## src/rtl/fbfly_pkg.sv

```systemverilog
package fbfly_pkg;
  localparam int unsigned FB_HALF_W = 32;  // p = 2^FB_HALF_W + 1
  localparam int unsigned FB_DEPTH  = 8;   // pipeline registers, input to output
endpackage

```

## src/rtl/fbfly_vpipe.sv

```systemverilog
module fbfly_vpipe #(
  parameter int unsigned DEPTH = 8
) (
  input  logic clk,
  input  logic rst_n,
  input  logic adv,
  input  logic vin,
  output logic vout
);
  logic [DEPTH-1:0] vsr;

  always_ff @(posedge clk or negedge rst_n) begin
    if (!rst_n)   vsr <= '0;
    else if (adv) vsr <= {vsr[DEPTH-2:0], vin};
  end

  assign vout = vsr[DEPTH-1];
endmodule

```

## src/rtl/fbfly_twiddle.sv

```systemverilog
// Four-register multiply by 2^e mod (2^HALF_W + 1): shift, fold, fix sign, negate.
module fbfly_twiddle #(
  parameter int unsigned HALF_W = 32
) (
  input  logic                            clk,
  input  logic                            adv,
  input  logic [HALF_W:0]                 x,
  input  logic [$clog2(2*HALF_W)-1:0]     e,
  output logic [HALF_W:0]                 y
);
  localparam int unsigned RES_W  = HALF_W + 1;
  localparam int unsigned EXP_W  = $clog2(2*HALF_W);
  localparam int unsigned SH_W   = EXP_W - 1;
  localparam int unsigned PROD_W = 2 * RES_W;
  localparam int unsigned ACC_W  = HALF_W + 3;
  localparam logic [RES_W-1:0] P = {1'b1, {(HALF_W-1){1'b0}}, 1'b1};

  logic [PROD_W-1:0]       prod_q;
  logic                    neg_a, neg_b, neg_c;
  logic signed [ACC_W-1:0] fold_d, fold_q;
  logic [RES_W-1:0]        fix_d, fix_q, out_d, out_q;

  // The shift uses the low exponent bits; the top bit means one factor of 2^HALF_W = -1.
  always_ff @(posedge clk) begin
    if (adv) begin
      prod_q <= PROD_W'(x) << e[SH_W-1:0];
      neg_a  <= e[EXP_W-1];
    end
  end

  always_comb begin
    fold_d = $signed(ACC_W'(prod_q[HALF_W-1:0]))
           + $signed(ACC_W'(prod_q[PROD_W-1:2*HALF_W]))
           - $signed(ACC_W'(prod_q[2*HALF_W-1:HALF_W]));
  end

  always_ff @(posedge clk) begin
    if (adv) begin
      fold_q <= fold_d;
      neg_b  <= neg_a;
    end
  end

  always_comb begin
    if (fold_q < 0) fix_d = RES_W'(fold_q + $signed(ACC_W'(P)));
    else            fix_d = RES_W'(fold_q);
  end

  always_ff @(posedge clk) begin
    if (adv) begin
      fix_q <= fix_d;
      neg_c <= neg_b;
    end
  end

  always_comb begin
    if (neg_c && (fix_q != '0)) out_d = P - fix_q;
    else                        out_d = fix_q;
  end

  always_ff @(posedge clk) begin
    if (adv) out_q <= out_d;
  end

  assign y = out_q;
endmodule

```

## src/rtl/fbfly_addsub.sv

```systemverilog
// Two-register modular sum and difference.
module fbfly_addsub #(
  parameter int unsigned HALF_W = 32
) (
  input  logic            clk,
  input  logic            adv,
  input  logic [HALF_W:0] a,
  input  logic [HALF_W:0] b,
  output logic [HALF_W:0] s,
  output logic [HALF_W:0] d
);
  localparam int unsigned RES_W = HALF_W + 1;
  localparam logic [RES_W:0] P_EXT = {2'b01, {(HALF_W-1){1'b0}}, 1'b1};

  logic [RES_W:0]   sum_q, dif_q;
  logic             borrow_q;
  logic [RES_W-1:0] s_d, d_d, s_q, d_q;

  always_ff @(posedge clk) begin
    if (adv) begin
      sum_q    <= {1'b0, a} + {1'b0, b};
      dif_q    <= {1'b0, a} - {1'b0, b};
      borrow_q <= (a < b);
    end
  end

  always_comb begin
    if (sum_q >= P_EXT) s_d = RES_W'(sum_q - P_EXT);
    else                s_d = RES_W'(sum_q);
    if (borrow_q)       d_d = RES_W'(dif_q + P_EXT);
    else                d_d = RES_W'(dif_q);
  end

  always_ff @(posedge clk) begin
    if (adv) begin
      s_q <= s_d;
      d_q <= d_d;
    end
  end

  assign s = s_q;
  assign d = d_q;
endmodule

```

## src/rtl/fermat_butterfly.sv

```systemverilog
module fermat_butterfly
  import fbfly_pkg::*;
#(
  parameter int unsigned HALF_W = FB_HALF_W,
  parameter int unsigned EXP_W  = $clog2(2*HALF_W)
) (
  input  logic              clk,
  input  logic              rst_n,
  input  logic              in_valid,
  output logic              in_ready,
  input  logic [HALF_W:0]   in_up,
  input  logic [HALF_W:0]   in_down,
  input  logic [EXP_W-1:0]  in_exp_up,
  input  logic [EXP_W-1:0]  in_exp_down,
  input  logic              in_inv_last,
  output logic              out_valid,
  input  logic              out_ready,
  output logic [HALF_W:0]   out_up,
  output logic [HALF_W:0]   out_down
);
  localparam int unsigned RES_W = HALF_W + 1;

  logic             adv;
  logic [RES_W-1:0] leg_x [2];
  logic [EXP_W-1:0] leg_e [2];
  logic [RES_W-1:0] leg_y [2];
  logic [RES_W-1:0] sum_w, dif_w;
  logic [RES_W-1:0] up_q, down_q;

  // Whole pipeline moves together unless a finished result is stalled.
  assign adv      = !out_valid || out_ready;
  assign in_ready = adv;

  // Register 1: capture. Exponent of the upper leg is zeroed outside the final inverse stage.
  always_ff @(posedge clk) begin
    if (adv) begin
      leg_x[0] <= in_up;
      leg_e[0] <= in_inv_last ? in_exp_up : '0;
      leg_x[1] <= in_down;
      leg_e[1] <= in_exp_down;
    end
  end

  // Registers 2..5: one twiddle unit per leg.
  for (genvar g = 0; g < 2; g++) begin : g_leg
    fbfly_twiddle #(.HALF_W(HALF_W)) u_twd (
      .clk (clk),
      .adv (adv),
      .x   (leg_x[g]),
      .e   (leg_e[g]),
      .y   (leg_y[g])
    );
  end

  // Registers 6..7: modular sum and difference.
  fbfly_addsub #(.HALF_W(HALF_W)) u_as (
    .clk (clk),
    .adv (adv),
    .a   (leg_y[0]),
    .b   (leg_y[1]),
    .s   (sum_w),
    .d   (dif_w)
  );

  // Register 8: output.
  always_ff @(posedge clk) begin
    if (adv) begin
      up_q   <= sum_w;
      down_q <= dif_w;
    end
  end

  fbfly_vpipe #(.DEPTH(FB_DEPTH)) u_vp (
    .clk   (clk),
    .rst_n (rst_n),
    .adv   (adv),
    .vin   (in_valid),
    .vout  (out_valid)
  );

  assign out_up   = up_q;
  assign out_down = down_q;
endmodule

```

## config.mk

```make
export PLATFORM = sky130hd
export DESIGN_NAME = fermat_butterfly
export DESIGN_NICKNAME = d
export VERILOG_FILES = /design/src/rtl/fbfly_pkg.sv /design/src/rtl/fbfly_vpipe.sv /design/src/rtl/fbfly_twiddle.sv /design/src/rtl/fbfly_addsub.sv /design/src/rtl/fermat_butterfly.sv
export SDC_FILE = /design/constraint.sdc
export NUM_CORES = 1
export LEC_CHECK = 0
export BUFFER_PORTS_ARGS = -buffer_cell sky130_fd_sc_hd__buf_2
export CORE_UTILIZATION = 60
export CTS_CLUSTER_SIZE = 8
export DETAILED_ROUTE_END_ITERATION = 8
export PLACE_DENSITY = 0.88
export SKIP_CTS_REPAIR_TIMING = 1
export SYNTH_ARGS = -nofsm -noshare
export SYNTH_HDL_FRONTEND = slang
export SYNTH_SLANG_ARGS = --single-unit
```

## constraint.sdc

```tcl
create_clock -name clk -period 23.8 [get_ports clk]
set_clock_uncertainty 0.15 [all_clocks]
set_input_delay 2.38 -clock clk [delete_from_list [all_inputs] [get_ports clk]]
set_output_delay 2.38 -clock clk [all_outputs]
set_load 0.02 [all_outputs]
```

==> report_table.html <==
<table>
<tr><th>Metric</th><th>Value</th></tr>
<tr><th colspan="2">Synth</th></tr>
<tr><td>Share of the synthesized area in the top cell type</td><td>55.4%</td></tr>
<tr><td>Share of synthesized flip-flops with an asynchronous set or reset</td><td>1.29%</td></tr>
<tr><td>Top cell types by occurrence after synthesis</td><td>edfxtp_1, nor2_1, nand2_1</td></tr>
<tr><td>Number of enable flip-flop cells after synthesis</td><td>611</td></tr>
<tr><td>Main area contributors after synthesis</td><td>edfxtp_1, xnor2_1, ha_1</td></tr>
<tr><td>Mapped Cells</td><td>between 2000 and 3000</td></tr>
<tr><td>Most frequently used cell type in the post-synthesis netlist</td><td>edfxtp_1</td></tr>
<tr><td>Synth Net Count</td><td>around 3000</td></tr>
<tr><td>Ys Warns</td><td>0</td></tr>
<tr><td>Number of distinct library cells after synthesis</td><td>72</td></tr>
<tr><td>Number of register bits inferred by synthesis</td><td>roughly 620</td></tr>
<tr><td>Flip-flop cell with the highest count after synthesis</td><td>edfxtp_1</td></tr>
<tr><td>Syn_area_per_cell</td><td>between 10 and 15 sq um</td></tr>
<tr><td>Seq/Total Area, Yosys</td><td>around 56%</td></tr>
<tr><td>Library cell with the largest summed area after synthesis</td><td>edfxtp_1</td></tr>
<tr><td>Post-synthesis instance area</td><td>between 30000 and 40000 sq um</td></tr>
<tr><th colspan="2">Detailed routing</th></tr>
<tr><td>Number of remaining DRC errors</td><td>0</td></tr>
<tr><td>Number of nets with antenna violations after routing</td><td>0</td></tr>
<tr><td>Wire per inst</td><td>between 15 and 20 um</td></tr>
<tr><td>Drt first-iter violations</td><td>1346</td></tr>
<tr><td>Total number of vias</td><td>approximately 22000</td></tr>
<tr><td>Final routed wirelength across all metal layers</td><td>about 66 mm</td></tr>
<tr><td>Detailed Routing Iterations Pass 1</td><td>8</td></tr>
<tr><td>Vias/cell</td><td>roughly 5.9</td></tr>
<tr><th colspan="2">CTS</th></tr>
<tr><td>Total CTS buffers</td><td>87</td></tr>
<tr><td>CTS tree</td><td>built</td></tr>
<tr><td>H-tree Lvls</td><td>3</td></tr>
<tr><td>Cell at the root of the clock tree</td><td>clkbuf_16</td></tr>
<tr><td>Number of sinks handled by clock tree synthesis</td><td>around 620</td></tr>
<tr><td>Clock network latency to the later pin of the worst-skew pair</td><td>approximately 640 ps</td></tr>
<tr><td>Clock transition at the registers of the reported paths</td><td>approximately 50 ps</td></tr>
<tr><td>Number of buffers on the longest clock path</td><td>3</td></tr>
<tr><th colspan="2">Timing</th></tr>
<tr><td>Actual slew at the worst max-slew pin</td><td>roughly 1200 ps</td></tr>
<tr><td>Rel. slew slack</td><td>21.0%</td></tr>
<tr><td>Final hold violations</td><td>0</td></tr>
<tr><td>Total negative slack for setup checks</td><td>0 ps</td></tr>
<tr><td>Final critical path time including I/O delays and setup</td><td>about 6600 ps</td></tr>
<tr><td>Number of failing setup endpoints in the final timing report</td><td>0</td></tr>
<tr><td>Share of the cycle needed by the critical path after routing</td><td>between 20 and 30%</td></tr>
<tr><td>Highest Clock Rate</td><td>around 150 MHz</td></tr>
<tr><td>Unrepaired setup endpoints after global routing</td><td>false</td></tr>
<tr><td>Final max-slew violation count</td><td>0</td></tr>
<tr><th colspan="2">Power</th></tr>
<tr><td>Leak pwr</td><td>about 14 nW</td></tr>
<tr><td>Worst-case vdd ir drop</td><td>0.0778 mV</td></tr>
<tr><td>Power density cells</td><td>roughly 170 nW/um^2</td></tr>
<tr><th colspan="2">Floorplan</th></tr>
<tr><td>Count of pins on the block boundary</td><td>151</td></tr>
<tr><td>Die boundary width</td><td>about 240 um</td></tr>
<tr><td>Die outline height</td><td>~240 um</td></tr>
<tr><td>Core Footprint</td><td>54100 sq um</td></tr>
<tr><td>Placement row count</td><td>85</td></tr>
<tr><td>Starting utilization of the core area</td><td>about 61%</td></tr>
<tr><td>Die area</td><td>between 50000 and 60000 sq um</td></tr>
<tr><th colspan="2">Layout</th></tr>
<tr><td>Final-layout fill cell count</td><td>approximately 3800</td></tr>
<tr><td>Final design area excluding fillers</td><td>around 37000 sq um</td></tr>
<tr><td>Area of combinational cells with multiple inputs</td><td>around 14000 sq um</td></tr>
<tr><td>Final layout net count</td><td>3167</td></tr>
<tr><td>ANT cells</td><td>0</td></tr>
<tr><td>Area Overhead vs Synth</td><td>11.5%</td></tr>
<tr><td>Post-Route Utilization</td><td>68.2%</td></tr>
<tr><td>Number of non-filler instances in the completed layout</td><td>~3700</td></tr>
<tr><td>Sequential cell area in the final layout</td><td>roughly 19000 sq um</td></tr>
<tr><td>Fraction of layout instances using a drive strength above 1</td><td>roughly an eighth</td></tr>
<tr><th colspan="2">Status</th></tr>
<tr><td>Status</td><td>completed</td></tr>
<tr><th colspan="2">Global route</th></tr>
<tr><td>Number of global-route vias before repair</td><td>about 21000</td></tr>
<tr><td>Number of antenna violations at the first check in global routing</td><td>0</td></tr>
<tr><td>Global-route wire length before repair</td><td>around 110 mm</td></tr>
<tr><td>Remaining global-route overflow</td><td>0</td></tr>
<tr><td>Total routing resource utilization after global routing</td><td>between 20% and 30%</td></tr>
<tr><td>Largest net degree at the start of global routing</td><td>between 200 and 250</td></tr>
<tr><th colspan="2">Job</th></tr>
<tr><td>Max_cap viols</td><td>0</td></tr>
<tr><th colspan="2">Setup path</th></tr>
<tr><td>Cell depth of the worst flop-to-flop path</td><td>6</td></tr>
<tr><td>Category of the critical setup timing path</td><td>input pin to register</td></tr>
<tr><td>Worst R2R Setup Slack</td><td>18680 ps</td></tr>
<tr><td>Worst endpoint data arrival time</td><td>6670 ps</td></tr>
<tr><td>Critical path endpoint category</td><td>register</td></tr>
<tr><td>Type of element launching the critical path</td><td>input pin</td></tr>
<tr><td>Required time worst endpoint</td><td>around 24000 ps</td></tr>
<tr><td>Largest fanout on the critical path</td><td>a little over 200</td></tr>
<tr><th colspan="2">Hold path</th></tr>
<tr><td>Hold Path Class</td><td>register to register</td></tr>
<tr><td>Min-Delay Path Depth</td><td>0</td></tr>
<tr><th colspan="2">Placed design</th></tr>
<tr><td>Gp weighted congestion</td><td>slightly below 1</td></tr>
<tr><td>Placed cell count</td><td>~3600</td></tr>
<tr><td>Detail Placement HPWL</td><td>around 48 mm</td></tr>
<tr><td>Placed cell area</td><td>around 35000 sq um</td></tr>
<tr><td>Number of buffer cells added on primary ports</td><td>150</td></tr>
</table>
[sequential cells by signal (all words and copies together) (netlist names)]
name	cells
u_as.sum_q	34
g_leg.u_twd.neg_b	2
u_vp.vsr	8
u_as.d	33
g_leg.u_twd.fold_q	68
u_as.s	33
g_leg.u_twd.fix_q	66
g_leg.u_twd.neg_c	2
u_as.borrow_q	1
out_up	33
u_as.dif_q	32
g_leg.u_twd.y	66
g_leg.u_twd.prod_q	128
leg_x	66
g_leg.u_twd.neg_a	2
leg_e	12
out_down	33
[logic make-up (layout without fill, tap and decap cells)]
family                     count (synthesis)  after routing  synth area share, %
AOI/OAI and AO/OA                        517            517                 9.86
muxes                                    192            192                 6.96
and+or+nand+nor                          762            762                 11.0
xor gates and xnor gates                 296            296                 7.83
DFF                                      619            619                 56.0
adders and majority gates                141            141                 5.42
buffers and inverters                    253            435                 2.91
[where the power goes]
part           internal, mW  total [mW]  switching, mW
clock                 0.660        1.09          0.431
sequential             2.01        2.33          0.322
combinational          1.07        2.68           1.61
[metal layers]
layer | routed length (um) | global-route usage [%] | vias to the layer above
met4 | 3100 | 12.0 | 0
met5 | 0 | 0 | -
met3 | 2890 | 3.58 | 213
li1 | - | - | 10529
met2 | 33400 | 42.5 | 759
met1 | 26100 | 27.1 | 10205
[cell type report]
cell class | instances | area share [%]
clock buffer | 100 | 6.09
inverter | 161 | 1.64
tap | 696 | 2.36
multi-input combinational | 1908 | 36.9
timing repair buffer | 166 | 2.39
sequential | 619 | 50.2
clock inverter | 8 | 0.393
[cells in the final DEF (no fill, tap or decap), types with 9 or more instances in the layout]
| master | instances |
|---|---|
| a211oi_1 | 13 |
| a21o_1 | 50 |
| a21oi_1 | 151 |
| a31oi_1 | 19 |
| and2_1 | 27 |
| and3_1 | 24 |
| and4_1 | 9 |
| buf_2 | 150 |
| buf_4 | 15 |
| clkbuf_1 | 12 |
| clkbuf_16 | 88 |
| edfxtp_1 | 611 |
| ha_1 | 137 |
| inv_1 | 156 |
| mux2_2 | 46 |
| mux2i_1 | 120 |
| mux4_2 | 26 |
| nand2_1 | 207 |
| nand2b_1 | 28 |
| nand3_1 | 55 |
| nand4_1 | 35 |
| nor2_1 | 227 |
| nor2b_1 | 26 |
| nor3_1 | 43 |
| nor4_1 | 19 |
| o211ai_1 | 11 |
| o21a_1 | 14 |
| o21ai_0 | 108 |
| o21bai_1 | 18 |
| o22ai_1 | 35 |
| o31ai_1 | 31 |
| o41ai_1 | 15 |
| or2_2 | 12 |
| or3_1 | 17 |
| or4_1 | 17 |
| xnor2_1 | 203 |
| xor2_1 | 93 |
[critical path, stage by stage]
cell      delay (ps)
buf_2             80
nand2b_4         110
buf_4            610
buf_4            780
buf_4            750
buf_4            800
buf_12           640
[path summary, 6_finish.rpt]
check | startpoint | to
setup reg to reg | u_vp.vsr[7]$_DFFE_PN0P_ | g_leg[1].u_twd.prod_q[61]$_SDFFCE_PN0P_
max in group asynchronous | rst_n | u_vp.vsr[1]$_DFFE_PN0P_
min in group asynchronous | rst_n | u_vp.vsr[4]$_DFFE_PN0P_
hold reg to reg | u_as.d[8]$_DFFE_PP_ | out_down[8]$_DFFE_PP_
hold / removal | u_as.d[8]$_DFFE_PP_ | out_down[8]$_DFFE_PP_
setup / recovery | out_ready | g_leg[1].u_twd.prod_q[61]$_SDFFCE_PN0P_
[through the flow]
step                      power, mW  hold WS (ps)  worst slack (ps)
after floorplan                4.46           250              1890
after global placement         4.89           252             16820
after detailed placement       4.98           255             16640
after CTS                      6.11           265             17320
after global routing           6.48           266             16940
final                          6.11           262             17230
Note: power is estimated with default switching activity, not from simulation.
